## src/rtl/bhtp_pkg.sv

```systemverilog
package bhtp_pkg;

  // Two-bit hysteresis counter; bit 0 is the predicted direction.
  typedef enum logic [1:0] {
    CTR_SNT = 2'b00,
    CTR_WT  = 2'b01,
    CTR_WNT = 2'b10,
    CTR_ST  = 2'b11
  } ctr_e;

  function automatic ctr_e ctr_step(ctr_e cur, logic taken);
    ctr_e nxt;
    unique case (cur)
      CTR_ST:  nxt = taken ? CTR_ST : CTR_WT;
      CTR_WT:  nxt = taken ? CTR_ST : CTR_SNT;
      CTR_WNT: nxt = taken ? CTR_ST : CTR_SNT;
      default: nxt = taken ? CTR_WNT : CTR_SNT;
    endcase
    return nxt;
  endfunction

  function automatic ctr_e ctr_seed(logic taken);
    return taken ? CTR_WT : CTR_WNT;
  endfunction

  function automatic logic ctr_taken(ctr_e cur);
    return cur[0];
  endfunction

endpackage

```

## src/rtl/bhtp_match.sv

```systemverilog
module bhtp_match #(
  parameter int ENTRIES = 64,
  parameter int ADDR_W  = 16,
  localparam int IDX_W  = (ENTRIES > 1) ? $clog2(ENTRIES) : 1
) (
  input  logic                           clk,
  input  logic                           rst,
  input  logic [ENTRIES-1:0]             ent_valid,
  input  logic [ENTRIES-1:0][ADDR_W-1:0] ent_tag,
  input  logic [ADDR_W-1:0]              key,
  output logic                           hit,
  output logic [IDX_W-1:0]               idx
);

  logic [ENTRIES-1:0] match;

  genvar g;
  generate
    for (g = 0; g < ENTRIES; g++) begin : g_cmp
      assign match[g] = ent_valid[g] && (ent_tag[g] == key);
    end
  endgenerate

  always_comb begin
    idx = '0;
    for (int i = 0; i < ENTRIES; i++) begin
      if (match[i]) idx = idx | IDX_W'(i);
    end
  end

  assign hit = |match;

  // allocation never creates a second entry for one address
  p_single_match_r8: assert property (@(posedge clk) disable iff (rst)
    $onehot0(match));

endmodule

```

## src/rtl/bhtp_victim.sv

```systemverilog
module bhtp_victim #(
  parameter int ENTRIES = 64,
  localparam int IDX_W  = (ENTRIES > 1) ? $clog2(ENTRIES) : 1
) (
  input  logic               clk,
  input  logic               rst,
  input  logic [ENTRIES-1:0] ent_valid,
  input  logic               alloc,
  output logic [IDX_W-1:0]   idx
);

  logic [IDX_W-1:0] rr_q;
  logic [IDX_W-1:0] free_idx;
  logic             full;

  always_comb begin
    free_idx = '0;
    for (int i = ENTRIES - 1; i >= 0; i--) begin
      if (!ent_valid[i]) free_idx = IDX_W'(i);
    end
  end

  assign full = &ent_valid;
  assign idx  = full ? rr_q : free_idx;

  always_ff @(posedge clk) begin
    if (rst) begin
      rr_q <= '0;
    end else if (alloc && full) begin
      rr_q <= (rr_q == IDX_W'(ENTRIES - 1)) ? '0 : rr_q + 1'b1;
    end
  end

  // a free slot is always chosen while one exists
  p_fill_free_r8: assert property (@(posedge clk) disable iff (rst)
    (alloc && !full) |-> !ent_valid[idx]);

endmodule

```

## src/rtl/bhtp_top.sv

```systemverilog
module bhtp_top
  import bhtp_pkg::*;
#(
  parameter int ENTRIES = 64,
  parameter int ADDR_W  = 16,
  localparam int IDX_W  = (ENTRIES > 1) ? $clog2(ENTRIES) : 1
) (
  input  logic              clk,
  input  logic              rst,
  input  logic              fch_valid,
  input  logic [ADDR_W-1:0] fch_pc,
  input  logic [ADDR_W-1:0] fch_target,
  output logic              pred_valid,
  output logic              pred_hit,
  output logic              pred_taken,
  output logic [ADDR_W-1:0] pred_next,
  input  logic              res_valid,
  input  logic [ADDR_W-1:0] res_pc,
  input  logic              res_taken,
  input  logic [ADDR_W-1:0] res_target,
  input  logic [ADDR_W-1:0] res_pred_next,
  output logic              mis_flush,
  output logic [ADDR_W-1:0] mis_pc
);

  // Table storage: valid bits are reset, payload is not.
  logic [ENTRIES-1:0]             valid_q;
  logic [ENTRIES-1:0][ADDR_W-1:0] tag_q;
  logic [ADDR_W-1:0]              tgt_q [ENTRIES];
  ctr_e                           ctr_q [ENTRIES];

  logic             lk_hit, up_hit;
  logic [IDX_W-1:0] lk_idx, up_idx, vic_idx;
  logic             alloc;

  bhtp_match #(.ENTRIES(ENTRIES), .ADDR_W(ADDR_W)) u_lk_match (
    .clk(clk), .rst(rst), .ent_valid(valid_q), .ent_tag(tag_q),
    .key(fch_pc), .hit(lk_hit), .idx(lk_idx));

  bhtp_match #(.ENTRIES(ENTRIES), .ADDR_W(ADDR_W)) u_up_match (
    .clk(clk), .rst(rst), .ent_valid(valid_q), .ent_tag(tag_q),
    .key(res_pc), .hit(up_hit), .idx(up_idx));

  assign alloc = res_valid && !up_hit;

  bhtp_victim #(.ENTRIES(ENTRIES)) u_victim (
    .clk(clk), .rst(rst), .ent_valid(valid_q), .alloc(alloc), .idx(vic_idx));

  // Lookup: hit uses the counter, miss uses the backward/forward rule.
  logic              lk_taken;
  logic [ADDR_W-1:0] lk_next, lk_seq;

  assign lk_seq = fch_pc + 1'b1;

  always_comb begin
    if (lk_hit) begin
      lk_taken = ctr_taken(ctr_q[lk_idx]);
      lk_next  = lk_taken ? tgt_q[lk_idx] : lk_seq;
    end else begin
      lk_taken = (fch_target <= fch_pc);
      lk_next  = lk_taken ? fch_target : lk_seq;
    end
  end

  // Resolution: actual next address and write index.
  logic [ADDR_W-1:0] res_actual;
  logic [IDX_W-1:0]  wr_idx;
  ctr_e              wr_ctr;

  assign res_actual = res_taken ? res_target : res_pc + 1'b1;
  assign wr_idx     = up_hit ? up_idx : vic_idx;
  assign wr_ctr     = up_hit ? ctr_step(ctr_q[up_idx], res_taken) : ctr_seed(res_taken);

  always_ff @(posedge clk) begin
    if (rst) begin
      valid_q    <= '0;
      pred_valid <= 1'b0;
      pred_hit   <= 1'b0;
      pred_taken <= 1'b0;
      pred_next  <= '0;
      mis_flush  <= 1'b0;
      mis_pc     <= '0;
    end else begin
      pred_valid <= fch_valid;
      if (fch_valid) begin
        pred_hit   <= lk_hit;
        pred_taken <= lk_taken;
        pred_next  <= lk_next;
      end
      mis_flush <= res_valid && (res_actual != res_pred_next);
      if (res_valid) begin
        mis_pc <= res_actual;
        if (alloc) valid_q[vic_idx] <= 1'b1;
      end
    end
  end

  always_ff @(posedge clk) begin
    if (res_valid) begin
      tag_q[wr_idx] <= res_pc;
      tgt_q[wr_idx] <= res_target;
      ctr_q[wr_idx] <= wr_ctr;
    end
  end

  // result follows a request by exactly one cycle
  p_pred_follows_r2: assert property (@(posedge clk) disable iff (rst)
    fch_valid |=> pred_valid);
  p_pred_idle_r2: assert property (@(posedge clk) disable iff (rst)
    !fch_valid |=> !pred_valid);

  // a taken miss never points forward
  p_miss_backward_r3: assert property (@(posedge clk) disable iff (rst)
    (pred_valid && !pred_hit && pred_taken) |-> (pred_next <= $past(fch_pc)));

  // a flush always stems from a resolution one cycle earlier
  p_flush_source_r10: assert property (@(posedge clk) disable iff (rst)
    mis_flush |-> $past(res_valid));

  // a freshly allocated entry holds the weak state of its outcome
  p_seed_weak_r6: assert property (@(posedge clk) disable iff (rst)
    alloc |=> (ctr_q[$past(vic_idx)] == ($past(res_taken) ? CTR_WT : CTR_WNT)));

  genvar e;
  generate
    for (e = 0; e < ENTRIES; e++) begin : g_ctr_chk
      // one wrong outcome softens a strong taken entry without flipping it
      p_strong_soft_r5: assert property (@(posedge clk) disable iff (rst)
        (res_valid && up_hit && (up_idx == IDX_W'(e)) && (ctr_q[e] == CTR_ST) && !res_taken)
        |=> (ctr_q[e] == CTR_WT));
    end
  endgenerate

endmodule

```

## config.mk

```make
export PLATFORM = sky130hd
export DESIGN_NAME = bhtp_top
export DESIGN_NICKNAME = d
export VERILOG_FILES = /design/src/rtl/bhtp_pkg.sv /design/src/rtl/bhtp_match.sv /design/src/rtl/bhtp_victim.sv /design/src/rtl/bhtp_top.sv
export SDC_FILE = /design/constraint.sdc
export NUM_CORES = 2
export LEC_CHECK = 0
export CORE_ASPECT_RATIO = 0.8
export CORE_MARGIN = 2
export CORE_UTILIZATION = 45
export DETAILED_ROUTE_END_ITERATION = 8
export DONT_BUFFER_PORTS = 1
export PLACE_DENSITY = 0.6
export SLEW_MARGIN = 20
export SYNTH_ARGS = -nofsm -noshare
export SYNTH_HDL_FRONTEND = slang
export SYNTH_SLANG_ARGS = --single-unit
```

## constraint.sdc

```tcl
create_clock -name clk -period 6.5 [get_ports clk]
set_input_delay 0 -clock clk [delete_from_list [all_inputs] [get_ports clk]]
set_output_delay 0 -clock clk [all_outputs]
set_load 0.005 [all_outputs]
```

==> impl_summary.md <==
CTS
The clock tree from TritonCTS is done. The number of H-tree branching levels is 4. The total number of clock tree sinks is 2282.

The library cell used as clock root buffer is clkbuf_16. The post-CTS setup buffer count is 0. The longest clock path from root to sink contains 4 buffers. The clock-pin slew on the worst setup and hold paths is 0.06 ns. The number of clock buffers inserted by TritonCTS is 237. For the worst-skew pair, the clock arrives at the later sink with an insertion delay of 0.93 ns.

Critical path
STA classifies the critical path startpoint as a flip-flop. The number of cells on the worst reg-to-reg path is 16. At the worst endpoint, the required time is 7.37 ns. In this run the register-to-register setup slack is 0.04 ns. Walking the worst path, the cells encountered are xnor2_1, nand4_1, nor3_1, nand3_1, nand4_1, nor4_1, nand2_4, mux4_2, and4_1, a21oi_1, and3_1, and3_4, a31oi_1, dlygate4sd3_1, o21ai_1, dlygate4sd3_1. The category of the most critical setup path is flip-flop to flip-flop.

The worst reg2reg path startpoint is tag_q[221]. The start point of the critical path is tag_q[221]. Following the worst setup path forward leads to its endpoint at pred_next[9].

The cell at the slowest stage of the critical path is xnor2_1. The cell family contributing the most delay on the critical path is simple AND/OR/NAND/NOR gates. Of all nets on the critical path, the largest fanout is 28. At the worst endpoint, the arrival time is 7.33 ns. Counting both buffers and inverters, the worst setup path holds a total of 2. The count of cell instances traversed by the critical path is 16. The capture point of the worst reg-to-reg path is pred_next[9].

The largest stage delay on the critical path is 0.83 ns. STA classifies the critical path endpoint as a flip-flop.

Logic synthesis
The most common cell in the synthesized netlist is edfxtp_1. The synthesized netlist contains 99 unique library cells. The proportion of synthesized flip-flops having asynchronous set or reset is 0%. Of the post-synthesis cell area, the dominant cell type holds 56.4%. The primary flip-flop cell chosen by synthesis mapping is edfxtp_1. In this run, synthesis produced a sequential element count of 2282.

The commonest cells after synthesis are edfxtp_1, xnor2_1, xor2_1. The number of nets handed over by synthesis was 8957. After synthesis, flip-flops and latches occupy 58.2% of the total area. The synthesized design contains 2176 enable-type register cells. The synthesized area is 116000 µm². The count of yosys warnings during synthesis is 0. The average instance area after synthesis is 13.1 µm². By area the synthesized netlist is led by edfxtp_1, xnor2_1, xor2_1. Synthesis produced 8851 cells. The cell taking the most area after synthesis is edfxtp_1.

STA
Setup violations remaining at the end of the flow were counted as 0. The worst slew slack as a fraction of its limit is 5.68%. The clock arrives with 0.0590 ns of skew. At the pin with the least slew margin, the transition time is 1.40 ns. The final-report max-slew violation count is 0. The final-report hold violation count is 0. The shortest clock period the worst path allows after layout is 6.46 ns. The setup TNS after final layout is 0 ns. The worst path meets setup with 0.0393 ns of slack. The top achievable clock speed is 0.155 GHz. Setup repair after global routing left no endpoint under its margin. In the finished design, the share of the clock period the worst path needs comes to 99.4%. Across all hold checks on the routed design, the worst slack comes to 0.0563 ns.

Place
Prior to clock tree synthesis, the placed netlist has a worst setup slack of 0.879 ns. The congestion estimate from routability-driven global placement came to 1.01. The number of buffers added on ports is 0. The half-perimeter wire length after placement is 258000 µm.

Power and ir drop
The power density over the cells is 244 nW/µm². The total design power is 31.8 mW. The worst-case IR drop observed on VDD is 0.216 mV. The leakage power total is 40.0 nW.

Finish
Compared with the post-synthesis result, the final layout area differs by 12.8%. The layout cell share with drive strength beyond 1 is 9.94%. Summing all multi-input logic gate instances after layout gives 45400 µm². In the final layout, flip-flops and latches occupy 67500 µm².

Once layout is complete, the utilization of the core stands at 51.1%. Fill cells in the final layout number 21800. At the end of the flow, the number of nets in the layout was 9167.

Route
The via density per instance is 6.49. Wire segments on met3 add up to 66700 µm in the final route. After detailed routing, the number of remaining DRC violations is 0. The initial DRC count is 14700. The wire length on met2 is 195000 µm. The remaining antenna violation count after routing is 0.

The average wire per standard cell is 36.7 µm. The highest layer touched by signal routing is met5. The routed metal-1 wirelength is 188000 µm. The number of vias after detailed routing is 82600. The routed wire length is 467000 µm. The first detailed-routing pass ran for 8 iterations.

Run
Max-cap violations in this run came to 0.

GRT
Global routing finished with a remaining overflow of 0. The wire length of the first global-routing pass is 634000 µm. The initial antenna violation count is 44. The maximum number of pins on one net before global-route repair is 107.

The via count of the first global-routing pass is 77800. The global-route total usage across every layer is 34.9%.

Die
The floorplan step defined a die boundary enclosing 262000 µm². The region available for standard cell placement spans 256000 µm². The floorplan has 166 rows. The initial core utilization is 45.3%. From left edge to right edge, the die measures 571 µm. The die height is 458 µm. The total I/O pin count is 121.

Min path
The path class of the tightest hold or removal check is input port to flip-flop.

Run status
The run finished with clean final reports.
[logic make-up after synthesis]
group / after synthesis / synth area share (%)
AOI/OAI and AO/OA: 581 / 3.73
xor gates and xnor gates: 2095 / 15.8
adders and majority gates: 21 / 0.227
buffers and inverters: 548 / 3.14
DFF: 2282 / 58.2
muxes: 775 / 6.78
and+or+nand+nor: 2549 / 12.1
[where the power goes]
part           total, mW  internal, mW  switching (mW)
sequential          16.2          16.1          0.0587
combinational       1.72         0.678            1.04
clock               13.9          7.96            5.94
total               31.8          24.8            7.04
[worst min-delay path by stage]
stage                   start         end  slack, ns  depth (start not counted)
floorplan           res_pc[0]    tag_q[0]        0.1                          0
global placement          rst  pred_taken       0.08                          1
detailed placement        rst   mis_pc[7]       0.08                          1
CTS                       rst  mis_pc[11]     0.0002                          3
global route              rst  mis_pc[11]       0.04                          3
finish                    rst  mis_pc[11]       0.06                          3
[layout make-up]
type / instances / area share (%)
Antenna cell: 21 / 0.0402
Clock buffer: 289 / 4.79
Clock inverter: 141 / 1.13
Inverter: 66 / 0.190
Multi-Input combinational cell: 6021 / 34.8
Sequential cell: 2282 / 51.6
Tap cell: 3444 / 3.30
Timing Repair Buffer: 453 / 4.15
[registers in the layout, indices dropped and copies added, names as in the netlist]
| name | flops |
|---|---|
| mis_flush | 1 |
| pred_next | 16 |
| valid_q | 64 |
| tag_q | 1024 |
| pred_valid | 1 |
| pred_taken | 1 |
| ctr_q | 128 |
| pred_hit | 1 |
| tgt_q | 1024 |
| mis_pc | 16 |
| u_victim.rr_q | 6 |
[cells in the final DEF, fill, tap and decap left out, types with 24 or more instances in the layout]
| cell type | netlist | layout |
|---|---|---|
| o2bb2ai_1 | 46 | 46 |
| nor2b_1 | 26 | 26 |
| a211oi_1 | 50 | 50 |
| xor2_1 | 833 | 832 |
| a311oi_1 | 31 | 31 |
| buf_16 | 0 | 33 |
| nor3b_1 | 57 | 41 |
| buf_4 | 136 | 214 |
| bufinv_16 | 0 | 29 |
| mux2_2 | 61 | 61 |
| nand3_1 | 376 | 374 |
| nand2_1 | 643 | 641 |
| clkbuf_1 | 85 | 42 |
| nor4_1 | 296 | 280 |
| and3_1 | 76 | 74 |
| a31oi_1 | 32 | 32 |
| or2_2 | 46 | 46 |
| inv_1 | 62 | 62 |
| clkinv_1 | 3 | 56 |
| o211ai_1 | 42 | 42 |
| edfxtp_1 | 2176 | 2176 |
| nor3_2 | 1 | 33 |
| clkinv_2 | 0 | 36 |
| nand4b_1 | 64 | 64 |
| o22ai_1 | 38 | 38 |
| o21ai_0 | 80 | 80 |
| clkbuf_16 | 0 | 240 |
| dfxtp_1 | 106 | 106 |
| a22oi_1 | 33 | 33 |
| nor3_1 | 150 | 118 |
| buf_12 | 10 | 85 |
| mux2i_1 | 712 | 712 |
| nor2_1 | 179 | 160 |
| a21oi_1 | 39 | 36 |
| xnor2_1 | 1262 | 1262 |
| or4_1 | 93 | 92 |
| dlygate4sd3_1 | 0 | 121 |
| nand4_1 | 360 | 360 |
| or3_1 | 24 | 24 |
| and4_1 | 40 | 40 |
[per-stage QoR]
step / cells / cell area, µm²
2_1_floorplan: 8851 / 116000
3_5_place_dp: 12100 / 121000
3_3_place_gp: 12100 / 121000
6_report: 12700 / 131000
4_1_cts: 12700 / 131000
5_1_grt: 12700 / 131000
[worst reg2reg max path: cells and delay by family (launching register included)]
kind	cells	cell delay, ns
and+or+nand+nor	9	3.13
buffers and inverters	2	1.17
xor gates and xnor gates	1	0.83
muxes	1	0.54
DFF	1	0.42
AOI/OAI and AO/OA	3	0.34
[layer usage]
| metal | global-route usage [%] | vias to the layer above |
|---|---|---|
| met4 | 10.9 | 18 |
| met2 | 49.9 | 6077 |
| met5 | 0 | - |
| met3 | 11.1 | 1057 |
| met1 | 50.1 | 41800 |
| li1 | - | 33600 |
[what timing repair did]
item / CTS / global route
gates resized for setup: 0 / 1
endpoints found under the hold margin: 3067 / 0
setup endpoints to repair: 0 / 2
hold buffers: 156 / 0
(Power assumes the default switching activity.)
